File: src/rtl/edet_pkg.sv
// Shared constants and the page encoding for the edge-detect interrupt unit.
// Assumes the host decodes the block's register window to a 4-bit offset.
package edet_pkg;
    localparam int LINE_W      = 8;   // lines per port, also the data width
    localparam int EDGE_PORTS  = 3;   // ports that can detect transitions
    localparam int ADDR_W      = 4;   // host offset width
    localparam int SYNC_STAGES = 2;   // synchronizer depth on the pads
    localparam int PEND_OFS    = 6;   // summary register offset
    localparam int PAGED_BASE  = 8;   // first paged offset, port 0

    // Bank selected behind the paged offsets
    typedef enum logic [1:0] {
        PG_PORTS = 2'd0,
        PG_POL   = 2'd1,
        PG_ENB   = 2'd2,
        PG_FLAG  = 2'd3
    } page_e;
endpackage

File: src/rtl/edet_sync.sv
// Multi-stage level synchronizer for asynchronous pad inputs.
// Assumes each pad bit is an independent level; no bus coherency is implied.
module edet_sync #(
    parameter int W      = 8,
    parameter int STAGES = 2
) (
    input  logic         clk,
    input  logic         rst_n,
    input  logic [W-1:0] d_i,
    output logic [W-1:0] q_o
);
    logic [W-1:0] stage_q [STAGES];

    for (genvar s = 0; s < STAGES; s++) begin : g_stage
        if (s == 0) begin : g_first
            // First stage samples the raw pads
            always_ff @(posedge clk) begin
                if (!rst_n) stage_q[s] <= '0;
                else        stage_q[s] <= d_i;
            end
        end else begin : g_next
            // Later stages resolve metastability of the one before
            always_ff @(posedge clk) begin
                if (!rst_n) stage_q[s] <= '0;
                else        stage_q[s] <= stage_q[s-1];
            end
        end
    end

    assign q_o = stage_q[STAGES-1];
endmodule

File: src/rtl/edet_port_slice.sv
// One port of edge detection: direction, enable, previous level and sticky
// flags for W lines. Assumes lvl_i is already synchronized to clk.
// A qualified transition in the same cycle as a clearing write wins.
module edet_port_slice #(
    parameter int W = 8
) (
    input  logic         clk,
    input  logic         rst_n,
    input  logic [W-1:0] lvl_i,
    input  logic         pol_we_i,
    input  logic         enb_we_i,
    input  logic         flag_we_i,
    input  logic [W-1:0] wdata_i,
    output logic [W-1:0] flags_o,
    output logic         any_o
);
    logic [W-1:0] pol_q;
    logic [W-1:0] enb_q;
    logic [W-1:0] prev_q;
    logic [W-1:0] flag_q;
    logic [W-1:0] hit;
    logic [W-1:0] keep;

    // Per-line transition qualification by direction and enable
    for (genvar b = 0; b < W; b++) begin : g_line
        logic went_up;
        logic went_down;
        assign went_up   = lvl_i[b] & ~prev_q[b];
        assign went_down = ~lvl_i[b] & prev_q[b];
        assign hit[b]    = enb_q[b] & (pol_q[b] ? went_up : went_down);
    end

    // Clear mask: bits written 0 go away, bits written 1 stay
    always_comb begin
        keep = '1;
        if (flag_we_i) keep = wdata_i;
    end

    // Direction register
    always_ff @(posedge clk) begin
        if (!rst_n)        pol_q <= '0;
        else if (pol_we_i) pol_q <= wdata_i;
    end

    // Enable register
    always_ff @(posedge clk) begin
        if (!rst_n)        enb_q <= '0;
        else if (enb_we_i) enb_q <= wdata_i;
    end

    // Previous synchronized level for transition detection
    always_ff @(posedge clk) begin
        if (!rst_n) prev_q <= '0;
        else        prev_q <= lvl_i;
    end

    // Sticky flags: masked clear first, then new hits are ORed in
    always_ff @(posedge clk) begin
        if (!rst_n) flag_q <= '0;
        else        flag_q <= (flag_q & keep) | hit;
    end

    assign flags_o = flag_q;
    assign any_o   = |flag_q;
endmodule

File: src/rtl/edet_regif.sv
// Host register decode for the edge-detect unit: turns offset, page and write
// strobe into per-port write enables and builds the combinational read data.
// Assumes PORTS <= W so the summary fits one data word.
module edet_regif
    import edet_pkg::*;
#(
    parameter int PORTS  = 3,
    parameter int W      = 8,
    parameter int AW     = 4,
    localparam int NBITS = PORTS * W
) (
    input  logic             wr_i,
    input  logic [AW-1:0]    addr_i,
    input  logic [1:0]       page_i,
    input  logic [NBITS-1:0] flags_i,
    input  logic [PORTS-1:0] pend_i,
    output logic [PORTS-1:0] pol_we_o,
    output logic [PORTS-1:0] enb_we_o,
    output logic [PORTS-1:0] flag_we_o,
    output logic [W-1:0]     rdata_o
);
    logic is_pol;
    logic is_enb;
    logic is_flag;

    assign is_pol  = (page_i == PG_POL);
    assign is_enb  = (page_i == PG_ENB);
    assign is_flag = (page_i == PG_FLAG);

    // One write enable per port and bank
    for (genvar p = 0; p < PORTS; p++) begin : g_dec
        logic at_port;
        assign at_port      = (addr_i == AW'(PAGED_BASE + p));
        assign pol_we_o[p]  = wr_i & at_port & is_pol;
        assign enb_we_o[p]  = wr_i & at_port & is_enb;
        assign flag_we_o[p] = wr_i & at_port & is_flag;
    end

    // Read mux: summary on any page, flags on the flag page, else zero
    always_comb begin
        rdata_o = '0;
        if (addr_i == AW'(PEND_OFS)) rdata_o[PORTS-1:0] = pend_i;
        for (int p = 0; p < PORTS; p++) begin
            if (is_flag && addr_i == AW'(PAGED_BASE + p))
                rdata_o = flags_i[p*W +: W];
        end
    end
endmodule

File: src/rtl/edet_irq_unit.sv
// Edge-detect interrupt unit for the lower ports of a digital I/O bank.
// Synchronizes the pads, detects per-line transitions of the selected
// direction on enabled lines, holds sticky flags and drives a per-port
// summary and a single request. Assumes page_sel comes from a neighbouring
// page register and that bus_wr is a one-cycle strobe.
module edet_irq_unit
    import edet_pkg::*;
#(
    parameter int PORTS   = EDGE_PORTS,
    parameter int W       = LINE_W,
    parameter int AW      = ADDR_W,
    parameter int STAGES  = SYNC_STAGES,
    localparam int NLINES = PORTS * W
) (
    input  logic              clk,
    input  logic              rst_n,
    input  logic [NLINES-1:0] pad_in,
    input  logic [1:0]        page_sel,
    input  logic              bus_wr,
    input  logic [AW-1:0]     bus_addr,
    input  logic [W-1:0]      bus_wdata,
    output logic [W-1:0]      bus_rdata,
    output logic [PORTS-1:0]  port_pend,
    output logic              irq_req
);
    logic [NLINES-1:0] lvl;
    logic [NLINES-1:0] flags;
    logic [PORTS-1:0]  pol_we;
    logic [PORTS-1:0]  enb_we;
    logic [PORTS-1:0]  flag_we;

    edet_sync #(.W(NLINES), .STAGES(STAGES)) u_sync (
        .clk   (clk),
        .rst_n (rst_n),
        .d_i   (pad_in),
        .q_o   (lvl)
    );

    for (genvar p = 0; p < PORTS; p++) begin : g_port
        edet_port_slice #(.W(W)) u_slice (
            .clk       (clk),
            .rst_n     (rst_n),
            .lvl_i     (lvl[p*W +: W]),
            .pol_we_i  (pol_we[p]),
            .enb_we_i  (enb_we[p]),
            .flag_we_i (flag_we[p]),
            .wdata_i   (bus_wdata),
            .flags_o   (flags[p*W +: W]),
            .any_o     (port_pend[p])
        );
    end

    edet_regif #(.PORTS(PORTS), .W(W), .AW(AW)) u_regif (
        .wr_i      (bus_wr),
        .addr_i    (bus_addr),
        .page_i    (page_sel),
        .flags_i   (flags),
        .pend_i    (port_pend),
        .pol_we_o  (pol_we),
        .enb_we_o  (enb_we),
        .flag_we_o (flag_we),
        .rdata_o   (bus_rdata)
    );

    // Single request from the port summaries
    assign irq_req = |port_pend;
endmodule

File: config.mk
export PLATFORM = sky130hd
export DESIGN_NAME = edet_irq_unit
export DESIGN_NICKNAME = d
export VERILOG_FILES = /design/src/rtl/edet_pkg.sv /design/src/rtl/edet_sync.sv /design/src/rtl/edet_port_slice.sv /design/src/rtl/edet_regif.sv /design/src/rtl/edet_irq_unit.sv
export SDC_FILE = /design/constraint.sdc
export NUM_CORES = 1
export LEC_CHECK = 0
export BUFFER_PORTS_ARGS = -buffer_cell sky130_fd_sc_hd__buf_2
export CORE_ASPECT_RATIO = 0.7
export CORE_MARGIN = 10
export CORE_UTILIZATION = 50
export CTS_CLUSTER_SIZE = 12
export DETAILED_ROUTE_END_ITERATION = 16
export PLACE_DENSITY = 0.81
export SLEW_MARGIN = 20
export SYNTH_ARGS = -nofsm -noshare
export SYNTH_HDL_FRONTEND = slang
export SYNTH_SLANG_ARGS = --single-unit
File: constraint.sdc
create_clock -name clk -period 3.5 [get_ports clk]
set_input_delay 0.35 -clock clk [delete_from_list [all_inputs] [get_ports clk]]
set_output_delay 0.35 -clock clk [all_outputs]
set_load 0.01 [all_outputs]
**Yosys cells after proc, flatten, opt, wreduce, memory -nomap -nowiden**

Memories as Yosys holds them, arrays and structs flattened.
Index checks and enable logic that the tools add are counted.

- Word-level logic and storage cells: 202
- Output and inout bits: 12
- Bits of input ports: 41
- RAM bits: 48
- Register bits: 96
- Memories kept: 1

- Eq/ne operators: 7
- Reductions and logical operators: 7
- Muxes and demuxes: 35
- Bitwise gates (word level): 140

Memory list:

| name | words | bits a word | read ports | clocked after Yosys merged registers in | wr ports | line | source |
|---|---|---|---|---|---|---|---|
| u_sync.stage_q | 2 | 24 | 2 | 0 | 2 | edet_sync.sv:12 | `logic [W-1:0] stage_q [STAGES];` |

Operators with widths:

| operator | count |
|---|---|
| $and 1x1->1 | 84 |
| $mux 24 | 2 |
| $mux 8 | 6 |
| $not 1->1 | 48 |
| $mux 1 | 26 |
| $and 8x8->8 | 3 |
| $or 8x8->8 | 3 |
| $reduce_or 24->1 | 1 |
| $reduce_or 8->1 | 3 |
| $eq 4x4->1 const B | 3 |
| $eq 2x2->1 const B | 2 |
| $eq 4x3->1 const B | 1 |
| $logic_and 1x1->1 | 3 |
| $mux 3 | 1 |
| $eq 2x1->1 const B | 1 |
| $or 1x1->1 | 2 |

**Logic depth before layout (Yosys ltp)**

- Word-level depth: 6
- Mapped depth: 5

**By module**

Synthesis repeated with hierarchy kept, for this count alone.

- Cell total of the unflattened synthesis: 532
- Area total of the unflattened synthesis: 5730.5 um2

By module, submodules not included:

| module | area an instance (um2) | cells an instance | instances | sequential area each (um2) |
|---|---|---|---|---|
| edet_port_slice | 1318.8 | 121 | 3 | 640.6 |
| edet_sync | 1331.3 | 101 | 1 | 960.9 |
| edet_regif | 436.7 | 67 | 1 | 0.0 |
| edet_irq_unit | 6.3 | 1 | 1 | 0.0 |

**Least setup slack after synthesis**

OpenSTA, ideal clock, no wires.

- Path type: input to output
- From: input bus_addr[0]
- To: output bus_rdata[0]
- Arrival time: 1.174 ns
- Setup slack: 1.976 ns
- Path buffers: 0
- Stages on the path: 3
- Required time: 3.150 ns
- Cells stage by stage: or4bb_1 > a21oi_1 > o22a_1

- Cells in the longest elaborated chain, start to end: 5
- Elaborated cells between the ends (all ways): 11

Ends and longest elaborated chain:

| element | line | source |
|---|---|---|
| start: declaration | edet_irq_unit.sv:20 | `input logic [AW-1:0] bus_addr,` |
| $eq 4x3->1 or $eq 4x4->1 (tied branches) | edet_regif.sv:42, edet_regif.sv:44 |  |
| $mux 3 or $logic_and 1x1->1 (tied branches) | edet_regif.sv:42, edet_regif.sv:44 |  |
| $mux 8 (2 in series) | edet_regif.sv:44 | `if (is_flag && addr_i == AW'(PAGED_BASE + p))` |
| $mux 8 * | edet_regif.sv:44 |  |
| end: declaration | edet_irq_unit.sv:22 | `output logic [W-1:0] bus_rdata,` |

Mark *: on every way between the ends. The rest lies on a longest branch, timed or not.

**Final worst setup path**

- From: register g_port[2].u_slice.flag_q[5]
- To: output irq_req

- Cells in the longest elaborated chain, start to end: 1

Ends and longest elaborated chain:

| element | line | source |
|---|---|---|
| start: declaration | edet_port_slice.sv:20 | `logic [W-1:0] flag_q;` |
| start signal: assignment | edet_port_slice.sv:60 | `else flag_q <= (flag_q & keep) \| hit;` |
| $reduce_or 24->1 | edet_irq_unit.sv:66 | `assign irq_req = \|port_pend;` |
| end: declaration | edet_irq_unit.sv:24 | `output logic irq_req` |

No other way between the ends.

==> impl_results.md <==
* Status: completed
* Grt peak-use layer: met2
* Post-DP Area at 5690 sq um
* Initial antenna violation count at 0
* Largest net degree at the start of global routing at 106
* Pwr dens at about 590 nW/um^2
* # resized after CTS at 0
* Netlist Area Pre-Place at around 5400 sq um
* Boundary pin count at 53
* Met2 usage at between 20 and 25%
* Tmin final at around 2300 ps
* H-tree Lvls at 4
* Reg clk slew, reported paths at about 60 ps
* FF-to-FF End: g_port[1].u_slice.flags_o[0]$_SDFF_PN0_
* Final Setup Violations at 0
* ANT nets after route at 0
* Core Util, Final at around three fifths
* Syn Nets at around 580
* Die X at 144 um
* DR WL/cell at around 17 um
* Compound-Gate Fraction of Synth Area at between 10% and 20%
* Top cells by area, synth: dfxtp_1, mux2i_1, and2_1
* # diodes at 0
* Post-synthesis simple-gate area fraction at a little under a quarter
* Die H at 107 um
* Max VDD drop at approximately 0.00051 V
* Setup Fix Bufs, Post-CTS at 0
* First-pass GRT wire length at approximately 20000 um
* Number of flops mapped to enable cells by yosys at 0
* HPWL after DPL at 8810 um
* Port Buffers at 52
* Worst Skew at about 13 ps
* HP Class: input port to flip-flop
* Starting DRC count in detailed routing at 335
* Root Driver: clkbuf_16
* Final nets at just over 600
* Post-Synth XOR/XNOR Area at 0%
* RSZ-0062 raised after global routing: false
* DRC violations left at 0
* Met1 usage at 23.1%
* Hold path start: pad_in[21]
* Initial DRT Pass Iterations at 5
* GRT overflow at 0
* Core area at 10500 sq um
* Final Hold Viols at 0
* Placed cell count at just under 700
* Clk sinks at ~140
* Nature of the critical path endpoint: primary output
* Vias in the first global route at about 3.8k
* YS warnings at 0
* Worst Hold Depth at 2
* Commonest register cell after synthesis: dfxtp_1
* WS Path Type: flip-flop to primary output
* Fraction of registers with async set/reset at 0%
* Sequential share of the synthesized area at a little over half
* Post-Syn Instances at 540
* Leakage Power at 0.00283 uW
* Site row count at 31
* Initial core utilization at between 50% and 60%
* Max transition margin at between 40% and 50%
* Clock Latency Late Sink at between 400 and 500 ps
* Die area at roughly 15000 sq um
* CP max stage cell: nor4_1
* Yosys reg bits at 144
* Vias at ~4.0k
* Post-synth top area share at a little over half
* R2r setup slk at around 2600 ps
* Largest family of logic cells by synthesized area: simple AND/OR/NAND/NOR gates
* Worst EP required at roughly 3200 ps
* GRT Util Overall at ~17%
* CP cell instances: nor4_1 > nand2_1 > or3_1 > buf_2
* Count of final max-slew check failures at 0
* Least-Margin Pin Slew at between 800 and 900 ps
* Grt met3 use at under 10%
* WL final at roughly 12000 um
* Filler instances at between 800 and 900
* Vias/cell at about 5.5
* TritonCTS clock tree: yes
* WP data arrival at slightly below 2000 ps
* R2R depth at 3
* Synth area leader: dfxtp_1
* Layout cells sized above 1 at roughly 14%
* Max-cap viol count at 0
* Routability cong. at 0.896
* Post-synthesis adder-cell area fraction at 0%
* Max FO, Critical Path at 3
* Slowest stage delay, CP at ~560 ps
* Reg2reg start: g_port[1].u_slice.prev_q[0]$_SDFF_PN0_
* CTS max path bufs at 2
* Design area at roughly 6300 sq um
* Non-filler cells, final at a little over 700
* Post-synthesis mux area share at slightly below 10%
* Synth-to-layout area growth at 16.4%
* Final critical-path share of the clock period at approximately 66%
* Setup TNS at 0 ps
* CTS Hold Bufs at 0
* Num CTS Buffers at 17
* Worst Hold End: u_sync.stage_q[0][21]$_SDFF_PN0_
* Syn_area_per_cell at approximately 10 sq um
* CP startpoint kind: flip-flop
* Fmax at ~440 MHz
* Post-synth cell types at 26
## stage by stage
step           power [uW]  hold slack, ps  setup slack, ps
6_report             3700             137             1210
2_1_floorplan        1810             412             1980
5_1_grt              3820             133             1070
4_1_cts              3730             127             1240
3_5_place_dp         1870             417             1330
3_3_place_gp         1860             415             1470
## layout by cell type (no fill, tap or decap), types with 6 or more instances in the layout
master | netlist | final
a21oi_1 | 27 | 27
and2_1 | 72 | 72
and3b_1 | 25 | 25
buf_2 | 13 | 51
clkbuf_16 | 0 | 17
dfxtp_1 | 144 | 144
mux2i_1 | 53 | 53
nand2_1 | 59 | 59
nand2b_1 | 8 | 8
nor2_1 | 30 | 30
nor4_1 | 6 | 6
o21ai_1 | 24 | 24
o22a_1 | 6 | 6
o311ai_1 | 24 | 24
## worst max-delay path by stage
stage,depth (start not counted),endpoint,slack (ps),from
detailed placement,4,g_port[2].u_slice.pol_q[6]$_SDFFE_PN0P_,1330,bus_addr[1]
floorplan,3,bus_rdata[0],1980,bus_addr[0]
CTS,4,irq_req,1240,g_port[1].u_slice.flags_o[4]$_SDFF_PN0_
finish,4,irq_req,1210,g_port[2].u_slice.flags_o[5]$_SDFF_PN0_
global placement,4,g_port[2].u_slice.pol_q[4]$_SDFFE_PN0P_,1470,bus_addr[1]
global route,4,irq_req,1070,g_port[1].u_slice.flags_o[4]$_SDFF_PN0_
## layout make-up
class,instances,area (sq um),area share (%)
clock buffer,19,453,7.19
clock inverter,9,160,2.54
multi-input combinational,361,2370,37.6
sequential,144,2880,45.8
tap,132,165,2.62
timing repair buffer,53,270,4.29
## routing by layer
metal / up-vias / routed length [um] / share of wire [%]
met3: 21 / 957 / 7.7
met2: 149 / 5230 / 42
met5: - / 0 / 0
met1: 1836 / 6090 / 49
met4: 0 / 206 / 1.6
li1: 1948 / - / -
## cells by family after synthesis
family / count (synthesis)
simple gates: 219
flops: 144
compound gates: 89
mux: 53
buf+inv: 35
## Yosys cell counts (4+ instances only)
cell type and count:
dfxtp_1 144, and2_1 72, nand2_1 59, mux2i_1 53, nor2_1 30, a21oi_1 27, and3b_1 25, o21ai_1 24
o311ai_1 24, clkbuf_1 18, buf_2 13, nand2b_1 8, nor4_1 6, o22a_1 6, a2bb2oi_1 5, or2b_1 5
buf_4 4, nand4b_1 4
## worst max-delay path, delay by kind of cell, from the launching register on
family	cells	cell delay [ps]
buffers and inverters	1	150
and+or+nand+nor	3	1060
DFF	1	330
## power breakdown
part | switching, uW | leakage (uW) | internal [uW]
clock | 653 | 0.000289 | 1220
combinational | 88.0 | 0.00137 | 55.8
sequential | 15.3 | 0.00117 | 1680
total | 756 | 0.00283 | 2950
## flip-flops by register name, indices dropped and copies added (netlist names)
signal                  count
g_port.u_slice.enb_q       24
g_port.u_slice.flags_o     24
g_port.u_slice.pol_q       24
g_port.u_slice.prev_q      24
u_sync.stage_q             48
Note: power is estimated with default switching activity, not from simulation.
